[src/rtl/gf_pkg.sv]
package gf_pkg;
  // Update applied to the previous-group record at a clock edge
  typedef enum logic [1:0] {
    REC_HOLD  = 2'd0,
    REC_CLEAR = 2'd1,
    REC_LOAD  = 2'd2,
    REC_WIPE  = 2'd3
  } rec_op_t;
endpackage

[src/rtl/gf_dep_matrix.sv]
// Pairwise read-after-write hits between candidate slots of one group.
// raw[i*SLOTS+j] is set when slot j (older, j<i) writes a register read by slot i.
module gf_dep_matrix #(
  parameter int SLOTS = 3,
  parameter int RW    = 5,
  parameter int WPW   = 2
) (
  input  logic [SLOTS*RW-1:0]    rs1,
  input  logic [SLOTS*RW-1:0]    rs2,
  input  logic [SLOTS*RW-1:0]    rd,
  input  logic [SLOTS*WPW-1:0]   wp,
  output logic [SLOTS*SLOTS-1:0] raw
);
  genvar gi, gj;
  generate
    for (gi = 0; gi < SLOTS; gi++) begin : g_cons
      for (gj = 0; gj < SLOTS; gj++) begin : g_prod
        if (gj < gi) begin : g_lower
          logic writes;
          assign writes = (wp[gj*WPW +: WPW] != '0) && (rd[gj*RW +: RW] != '0);
          assign raw[gi*SLOTS+gj] = writes &&
                                    ((rs1[gi*RW +: RW] == rd[gj*RW +: RW]) ||
                                     (rs2[gi*RW +: RW] == rd[gj*RW +: RW]));
        end else begin : g_upper
          assign raw[gi*SLOTS+gj] = 1'b0;
        end
      end
    end
  endgenerate
endmodule

[src/rtl/gf_prev_record.sv]
// Record of the last issued group: destinations, cascade flags, annulled-branch tail.
module gf_prev_record
  import gf_pkg::*;
#(
  parameter int SLOTS = 3,
  parameter int RW    = 5,
  parameter int WPW   = 2
) (
  input  logic                 clk,
  input  logic                 rst,
  input  logic                 stall,
  input  logic                 flush,
  input  logic [SLOTS-1:0]     take,
  input  logic [SLOTS-1:0]     casc,
  input  logic [SLOTS-1:0]     mem,
  input  logic [SLOTS-1:0]     cti,
  input  logic [SLOTS-1:0]     annul,
  input  logic [SLOTS*WPW-1:0] wp,
  input  logic [SLOTS*RW-1:0]  rs1,
  input  logic [SLOTS*RW-1:0]  rs2,
  input  logic [SLOTS*RW-1:0]  rd,
  output logic [SLOTS-1:0]     prev_haz,
  output logic                 annul_pend
);
  logic [SLOTS-1:0]    rec_wr;
  logic [SLOTS-1:0]    rec_casc;
  logic [SLOTS*RW-1:0] rec_rd;
  logic                annul_q;
  rec_op_t             op;
  logic [SLOTS-1:0]    take_nx;
  logic [SLOTS-1:0]    last;
  logic [SLOTS-1:0]    wr_now;
  logic                last_annul;

  always_comb begin
    if (rst || flush)   op = REC_WIPE;
    else if (stall)     op = REC_HOLD;
    else if (|take)     op = REC_LOAD;
    else                op = REC_CLEAR;
  end

  assign take_nx    = {1'b0, take[SLOTS-1:1]};
  assign last       = take & ~take_nx;
  assign last_annul = |(last & annul & cti);

  always_comb begin
    for (int s = 0; s < SLOTS; s++) begin
      wr_now[s] = take[s] && (wp[s*WPW +: WPW] != '0) && (rd[s*RW +: RW] != '0);
    end
  end

  always_ff @(posedge clk) begin
    case (op)
      REC_WIPE: begin
        rec_wr   <= '0;
        rec_casc <= '0;
        rec_rd   <= '0;
        annul_q  <= 1'b0;
      end
      REC_LOAD: begin
        rec_wr   <= wr_now;
        rec_casc <= casc & take;
        rec_rd   <= rd;
        annul_q  <= last_annul;
      end
      REC_CLEAR: begin
        rec_wr   <= '0;
        rec_casc <= '0;
      end
      default: ;
    endcase
  end

  always_comb begin
    for (int i = 0; i < SLOTS; i++) begin
      logic hit;
      hit = 1'b0;
      for (int k = 0; k < SLOTS; k++) begin
        if (rec_wr[k] && rec_casc[k] &&
            ((rs1[i*RW +: RW] == rec_rd[k*RW +: RW]) ||
             (rs2[i*RW +: RW] == rec_rd[k*RW +: RW])))
          hit = 1'b1;
      end
      prev_haz[i] = mem[i] && hit;
    end
  end

  assign annul_pend = annul_q;
endmodule

[src/rtl/gf_break_logic.sv]
// Applies the break-before and break-after rules slot by slot from the head.
module gf_break_logic #(
  parameter int SLOTS = 3,
  parameter int WPW   = 2,
  parameter int PORTS = 2
) (
  input  logic [SLOTS-1:0]       valid,
  input  logic [SLOTS-1:0]       alu,
  input  logic [SLOTS-1:0]       mem,
  input  logic [SLOTS-1:0]       shift,
  input  logic [SLOTS-1:0]       cti,
  input  logic [SLOTS-1:0]       ijmp,
  input  logic [SLOTS-1:0]       setcc,
  input  logic [SLOTS-1:0]       exc,
  input  logic [SLOTS*WPW-1:0]   wp,
  input  logic [SLOTS*SLOTS-1:0] raw,
  input  logic [SLOTS-1:0]       prev_haz,
  input  logic                   annul_pend,
  output logic [SLOTS-1:0]       take,
  output logic [SLOTS-1:0]       casc
);
  localparam int SUMW = $clog2(SLOTS * ((1 << WPW) - 1) + 1);

  logic [SLOTS-1:0] feed;

  // Cascade detection and cascade-result consumers
  always_comb begin
    for (int i = 0; i < SLOTS; i++) begin
      logic dep_alu;
      logic dep_casc;
      dep_alu  = 1'b0;
      dep_casc = 1'b0;
      for (int j = 0; j < SLOTS; j++) begin
        if (j < i && raw[i*SLOTS+j] && alu[j]) dep_alu = 1'b1;
      end
      casc[i] = alu[i] && dep_alu;
      for (int j = 0; j < SLOTS; j++) begin
        if (j < i && raw[i*SLOTS+j] && casc[j]) dep_casc = 1'b1;
      end
      feed[i] = (shift[i] || ijmp[i] || mem[i]) && dep_casc;
    end
  end

  // Walk from the head; the first blocked slot ends the group
  always_comb begin
    logic [SUMW-1:0] used;
    logic seen_mem, seen_shift, seen_casc, end_after, stopped, blk;
    used       = '0;
    seen_mem   = 1'b0;
    seen_shift = 1'b0;
    seen_casc  = 1'b0;
    end_after  = 1'b0;
    stopped    = 1'b0;
    for (int i = 0; i < SLOTS; i++) begin
      used = used + SUMW'(wp[i*WPW +: WPW]);
      blk  = !valid[i] || prev_haz[i];
      if (i > 0) begin
        blk = blk || end_after || annul_pend ||
              (used > SUMW'(PORTS)) ||
              (mem[i] && seen_mem) ||
              (shift[i] && seen_shift) ||
              (casc[i] && seen_casc) ||
              feed[i];
      end
      stopped    = stopped || blk;
      take[i]    = !stopped;
      seen_mem   = seen_mem || mem[i];
      seen_shift = seen_shift || shift[i];
      seen_casc  = seen_casc || casc[i];
      end_after  = cti[i] || exc[i] || (casc[i] && setcc[i]);
    end
  end
endmodule

[src/rtl/group_former.sv]
module group_former #(
  parameter int SLOTS = 3,
  parameter int RW    = 5,
  parameter int WPW   = 2,
  parameter int PORTS = 2
) (
  input  logic                           clk,
  input  logic                           rst,
  input  logic                           stall,
  input  logic                           flush,
  input  logic [SLOTS-1:0]               cand_valid,
  input  logic [SLOTS-1:0]               cand_alu,
  input  logic [SLOTS-1:0]               cand_mem,
  input  logic [SLOTS-1:0]               cand_shift,
  input  logic [SLOTS-1:0]               cand_cti,
  input  logic [SLOTS-1:0]               cand_ijmp,
  input  logic [SLOTS-1:0]               cand_annul,
  input  logic [SLOTS-1:0]               cand_setcc,
  input  logic [SLOTS-1:0]               cand_exc,
  input  logic [SLOTS*WPW-1:0]           cand_wp,
  input  logic [SLOTS*RW-1:0]            cand_rs1,
  input  logic [SLOTS*RW-1:0]            cand_rs2,
  input  logic [SLOTS*RW-1:0]            cand_rd,
  output logic [$clog2(SLOTS+1)-1:0]     issue_cnt
);
  localparam int CW = $clog2(SLOTS + 1);

  logic [SLOTS*SLOTS-1:0] raw;
  logic [SLOTS-1:0]       take;
  logic [SLOTS-1:0]       casc;
  logic [SLOTS-1:0]       prev_haz;
  logic                   annul_pend;
  logic [CW-1:0]          cnt;

  gf_dep_matrix #(.SLOTS(SLOTS), .RW(RW), .WPW(WPW)) u_dep (
    .rs1 (cand_rs1),
    .rs2 (cand_rs2),
    .rd  (cand_rd),
    .wp  (cand_wp),
    .raw (raw)
  );

  gf_break_logic #(.SLOTS(SLOTS), .WPW(WPW), .PORTS(PORTS)) u_brk (
    .valid      (cand_valid),
    .alu        (cand_alu),
    .mem        (cand_mem),
    .shift      (cand_shift),
    .cti        (cand_cti),
    .ijmp       (cand_ijmp),
    .setcc      (cand_setcc),
    .exc        (cand_exc),
    .wp         (cand_wp),
    .raw        (raw),
    .prev_haz   (prev_haz),
    .annul_pend (annul_pend),
    .take       (take),
    .casc       (casc)
  );

  gf_prev_record #(.SLOTS(SLOTS), .RW(RW), .WPW(WPW)) u_rec (
    .clk        (clk),
    .rst        (rst),
    .stall      (stall),
    .flush      (flush),
    .take       (take),
    .casc       (casc),
    .mem        (cand_mem),
    .cti        (cand_cti),
    .annul      (cand_annul),
    .wp         (cand_wp),
    .rs1        (cand_rs1),
    .rs2        (cand_rs2),
    .rd         (cand_rd),
    .prev_haz   (prev_haz),
    .annul_pend (annul_pend)
  );

  // take is contiguous from slot 0, so its population is the count
  always_comb begin
    cnt = '0;
    for (int i = 0; i < SLOTS; i++) cnt = cnt + CW'(take[i]);
  end

  always_ff @(posedge clk) begin
    if (rst)                 issue_cnt <= '0;
    else if (stall || flush) issue_cnt <= '0;
    else                     issue_cnt <= cnt;
  end
endmodule

[config.mk]
export PLATFORM = sky130hd
export DESIGN_NAME = group_former
export DESIGN_NICKNAME = d
export VERILOG_FILES = /design/src/rtl/gf_pkg.sv /design/src/rtl/gf_dep_matrix.sv /design/src/rtl/gf_prev_record.sv /design/src/rtl/gf_break_logic.sv /design/src/rtl/group_former.sv
export SDC_FILE = /design/constraint.sdc
export NUM_CORES = 1
export LEC_CHECK = 0
export ABC_AREA = 1
export CORE_ASPECT_RATIO = 0.8
export CORE_UTILIZATION = 35
export CTS_CLUSTER_DIAMETER = 80
export DETAILED_ROUTE_END_ITERATION = 10
export GPL_TIMING_DRIVEN = 0
export PLACE_DENSITY = 0.66
export SYNTH_ARGS = -nofsm -noshare
export SYNTH_HDL_FRONTEND = slang
export SYNTH_SLANG_ARGS = --single-unit
[constraint.sdc]
create_clock -name clk -period 2.3 [get_ports clk]
set_input_delay 0.23 -clock clk [delete_from_list [all_inputs] [get_ports clk]]
set_output_delay 0.23 -clock clk [all_outputs]
set_load 0.01 [all_outputs]
* Word-level counts from Yosys, hierarchy flattened
Index checks and enable logic that the tools add are counted.
** Word-level totals
- Flip-flop bits (word level) :: 24
- Input port bits :: 82
- Output and inout port bits :: 2
- Word-level logic and storage cells :: 158
** Cells by class
- Add/sub/neg operators :: 4
- Order comparisons :: 2
- Equality and inequality tests :: 27
- Muxes and demuxes :: 20
- Bitwise logic cells :: 5
- Reductions and logical operators :: 95
** Operators by type and width (number)
- $eq A5 B5 Y1 :: 24
- $logic_and A1 B1 Y1 :: 39
- $logic_or A1 B1 Y1 :: 38
- $pmux W15 S2 :: 1
- $reduce_bool A5 Y1 :: 3
- $mux W1 :: 13
- $and A3 B3 Y3 :: 4
- $pmux W3 S2 :: 2
- $reduce_bool A2 Y1 :: 5
- $gt A4 B2 Y1 const B :: 2
- $logic_not A1 Y1 :: 6
- $mux W2 :: 3
- $reduce_or A3 Y1 :: 2
- $add A4 B2 Y4 :: 1
- $eq A2 B2 Y1 const B :: 2
- $reduce_or A2 Y1 :: 2
- $add A2 B2 Y3 :: 1
- $not A2 Y3 :: 1
- $add A1 B1 Y2 :: 1
- $add A2 B1 Y2 :: 1
- $eq A2 B1 Y1 const B :: 1
- $pmux W1 S2 :: 1

* Depth between registers and ports, before layout
Gate-level depths: netlist of the first run.
- Word-level depth :: 24
- Mapped depth :: 14
- Gate-level depth less buffers :: 13

* Cells and area by module
A second synthesis of the first run with hierarchy kept.
** Second synthesis, totals
- Cells, all modules :: 649
- Area, all modules :: 3463.3 sq um
** By module, submodules not included
- gf_prev_record :: times used 1, cells an instance 449, area an instance 2488.6 sq um, sequential area each 660.6 sq um
- gf_dep_matrix :: times used 1, cells an instance 131, area an instance 588.1 sq um, sequential area each 0.0 sq um
- gf_break_logic :: times used 1, cells an instance 59, area an instance 300.3 sq um, sequential area each 0.0 sq um
- group_former :: times used 1, cells an instance 10, area an instance 86.3 sq um, sequential area each 40.0 sq um

* Least setup slack after synthesis of the first run
Ideal clock, no wire load.
- Kind :: input to register
- Start point :: in cand_wp[0]
- End point :: reg u_rec.rec_casc[2] (data pin)
- Setup time :: 150 ps
- Arrival time :: 2142 ps
- Data required time :: 2150 ps
- Slack :: 9 ps
- Stages :: 10
- Buffers on the path :: 0
- Cells stage by stage :: ha_1 > fa_1 > fa_1 > nand2_1 > o21ai_0 > nor4_1 > nand3_1 > a21oi_1 > nand3_1 > nor3_2
** On the way
- Word-level cells in the longest chain between the ends :: 24
- Elaborated cells on any way between the ends :: 45
- Those cells by class :: add/sub: 2; order compare: 2; eq/ne: 3; mux: 8; bitwise: 1; reduce/logical: 29
** Ends and longest elaborated chain
- start, declared :: line group_former.sv:20 : input logic [SLOTS*WPW-1:0] cand_wp,
- branches (longest 23 deep; another with $add A4 B2 Y4)
- $pmux W3 S2 * :: line gf_prev_record.sv:53 : case (op)
- end signal, assigned :: line gf_prev_record.sv:62 : rec_casc <= casc & take;
- end, declared :: line gf_prev_record.sv:26 : logic [SLOTS-1:0] rec_casc;
Mark *: on every way between the ends.
A chain may end at the register's enable or synchronous reset.

* Worst setup path after layout of the first run
- Start point :: in cand_wp[0]
- End point :: reg u_rec.annul_q, in the netlist u_rec.annul_pend (data pin)
** On the way
- Word-level cells in the longest chain between the ends :: 23
- Elaborated cells on any way between the ends :: 47
- Those cells by class :: add/sub: 2; order compare: 2; eq/ne: 2; mux: 8; bitwise: 4; reduce/logical: 29
** Ends and longest elaborated chain
- branches (longest 22 deep; another with $add A4 B2 Y4)
- $pmux W1 S2 * :: line gf_prev_record.sv:53
- end signal, assigned :: line gf_prev_record.sv:64 : annul_q <= last_annul;
- end, declared :: line gf_prev_record.sv:28 : logic annul_q;
Marked as above.

==> results by group, run 1 <==
STA
  – Period utilization: 98.7%
  – Slew Viols, Final: 0
  – FMAX: 441 MHz
  – Final hold viol count: 0
  – Post-route minimum period: 2.27 ns
  – RSZ-0062 raised after global routing: yes
  – Final Setup Violations: 0
  – Setup TNS: 0 ns
  – Relative slew slack: 71.7%
  – Worst slew pin tran: 0.422 ns
  – Clock skew: 0.00401 ns
  – Final hold slack: 0.545 ns
  – Final setup margin: 0.0301 ns

CTS
  – CTS tree: yes
  – CTS Root Buffer Type: clkbuf_8
  – Num CTS Buffers: 3
  – Clk sink count: 17
  – Clock buffer depth: 2
  – CTS clk-pin slew, worst paths: 0.07 ns
  – Clock Latency Late Sink: 0.26 ns
  – H-tree levels: 1

Global route
  – Vias in the first global route: 2418
  – Largest net degree at the start of global routing: 12
  – GRT Overall Usage: 18.5%
  – Initial antenna violation count: 0
  – First-pass GRT wire length: 11100 um
  – Total grt overflow: 0

Drt
  – Routed Antenna Nets: 0
  – # DRC: 0
  – Routed wire per std cell: 12.2 um
  – Via count: 2622
  – First DRT Iteration DRCs: 109
  – First-pass DRT Iterations: 4
  – Via density: 4.60
  – Detailed Route WL: 6960 um

Worst setup path
  – Worst path required time: 2.41 ns
  – Setup crit start: cand_wp[0]
  – Arr. time, crit path: 2.38 ns
  – WS Path Type: in -> reg
  – CP Capture Type: flip-flop
  – Worst-path fanout max: 3
  – CP startpoint kind: input port
  – Critical R2R Launch: u_rec.rec_rd[10]

Synthesis
  – Cell types occupying the most area after synthesis: nand2_1 21%, edfxtp_1 18%, xor2_1 11%, nor2_1 8.1%, inv_1 7.8%
  – Synth top cells by count: 139 x nand2_1, 54 x nor2_1, 52 x inv_1
  – Synth warn: 0
  – Share of the synthesized area in the top cell type: 20.8%
  – Ys async rst share: 0%
  – Ys flop type: edfxtp_1
  – Most frequent cell after synthesis: nand2_1
  – Seq/Total Area, Yosys: 19.6%
  – Average cell area after synthesis: 6.14 sq um
  – Count of cell types in the netlist: 32
  – Number of synthesized flops with an enable pin: 15
  – Synth Register Bits: 17
  – Syn nets: 495
  – Cells after Synth: 408
  – Leading area contributor after synthesis: nand2_1
  – Synth Cell Area: 2510 sq um

Die
  – Starting density of the core: 36.4%
  – Die width: 96.6 um
  – Die ar.: 7500 sq um
  – Rows: 27
  – Die Span Y: 77.7 um
  – CORE AREA: 6890 sq um
  – I/O Pins: 84

Pwr
  – Worst VDD drop: 0.230 mV
  – Pwr/cell area: 333 nW/um^2
  – LEAKAGE: 1.71 nW

Cells and area
  – Area grow syn2layout: 35.8%
  – ANT cells: 0
  – Post-route cell area: 3400 sq um
  – Final Core Density: 49.4%
  – Layout cells sized above 1: 11.6%
  – Nets: 571

Placement
  – Port bufs: 70
  – Post-DP HPWL: 5940 um
  – GP Congestion: 0.864
  – Placed cell areas: 3320 sq um
  – Post-place setup slack: -0.795 ns

Hold path
  – Worst min path class: in -> reg
  – HP Start: cand_wp[2]

Run
  – Max Cap Viol: 0

Outcome
  – Status: complete, no violations
path summary, 6_finish.rpt:
| kind | cells past startpoint | end | slack (ns) |
|---|---|---|---|
| min reg2reg | 5 | issue_cnt[1] | 0.77 |
| max | 11 | u_rec.annul_pend | 0.03 |
| min | 3 | u_rec.rec_wr[1] | 0.55 |
| max reg2reg | 13 | u_rec.rec_rd[12] | 0.24 |
cells in the final DEF, fill, tap and decap left out, types with 2 or more instances in the layout:
master             n
nand2_1          138
clkdlybuf4s50_1   66
nor2_1            54
inv_1             52
xor2_1            32
nand3_1           26
xnor2_1           20
edfxtp_1          15
buf_6             12
inv_2              7
nand2_2            5
nand4_1            5
buf_2              5
clkbuf_2           5
a21oi_1            5
clkbuf_8           4
a21oi_2            3
clkinv_2           2
nor2_2             2
o21ai_2            2
nor4_2             2
o21ai_0            2
nor3_1             2
ha_1               2
dfxtp_1            2
critical path: stages:
cell,delay [ns]
buf_6,0.10
ha_4,0.15
fa_2,0.56
fa_1,0.42
nand2_1,0.09
o21ai_2,0.06
nor4_2,0.13
nand3_1,0.15
a21oi_2,0.18
nand4_1,0.13
a21oi_2,0.19
power breakdown:
part | internal, mW | switching [mW] | leakage, nW
sequential | 0.351 | 0.00642 | 0.184
combinational | 0.265 | 0.271 | 1.50
clock | 0.122 | 0.117 | 0.0217
final cells by class:
cell class | instances | area, sq um
fillers | 739 | 3490
multi-input cells | 311 | 1660
repair buffers | 71 | 701
flip-flops and latches | 17 | 490
inverters | 61 | 231
plain buffers | 19 | 166
well taps | 87 | 109
clock buffers | 3 | 41.3
clock inverters | 1 | 7.51
metrics by stage:
stage | std cells | total power, mW
after floorplan | 408 | 0.667
after global placement | 565 | 0.874
after detailed placement | 565 | 0.884
after CTS | 570 | 1.13
after global routing | 570 | 1.21
final | 570 | 1.13
flip-flops by register name (all words and copies together), names as in the netlist:
name	cells
u_rec.rec_wr	2
u_rec.rec_rd	10
issue_cnt	2
u_rec.rec_casc	2
u_rec.annul_pend	1
metal layers:
metal | wire length [um] | share of wire, % | track usage, %
met2 | 3040 | 44 | 30.1
met1 | 3420 | 49 | 25.8
met3 | 433 | 6.2 | 2.88
met4 | 68 | 0.98 | 4.33
met5 | 0 | 0 | 0
timing repair:
action / CTS / global route
setup endpoints to repair: 15 / 15
pin swaps: 8 / 8
buffers inserted: 1 / 0
hold buffers: 0 / 0
gates resized for setup: 21 / 6
logic make-up after synthesis:
family                   after synthesis  synth area share [%]
AO/OA/AOI/OAI                         15                  3.69
XOR/XNOR                              52                  18.2
adder cells (fa/ha/maj)                5                  3.10
buffers and inverters                 80                  15.9
flip-flops                            17                  19.6
AND/OR/NAND/NOR                      239                  39.6
Note: power is estimated with default switching activity, not from simulation.
==> run 2: changes to the inputs <==
--- a/config.mk
+++ b/config.mk
@@ -8,7 +8,6 @@
 export ABC_AREA = 1
 export CORE_ASPECT_RATIO = 0.8
 export CORE_UTILIZATION = 35
-export CTS_CLUSTER_DIAMETER = 80
 export DETAILED_ROUTE_END_ITERATION = 10
 export GPL_TIMING_DRIVEN = 0
 export PLACE_DENSITY = 0.66
==> results of run 2 <==
The final DEF is identical to that of run 1; final timing and power are the same.
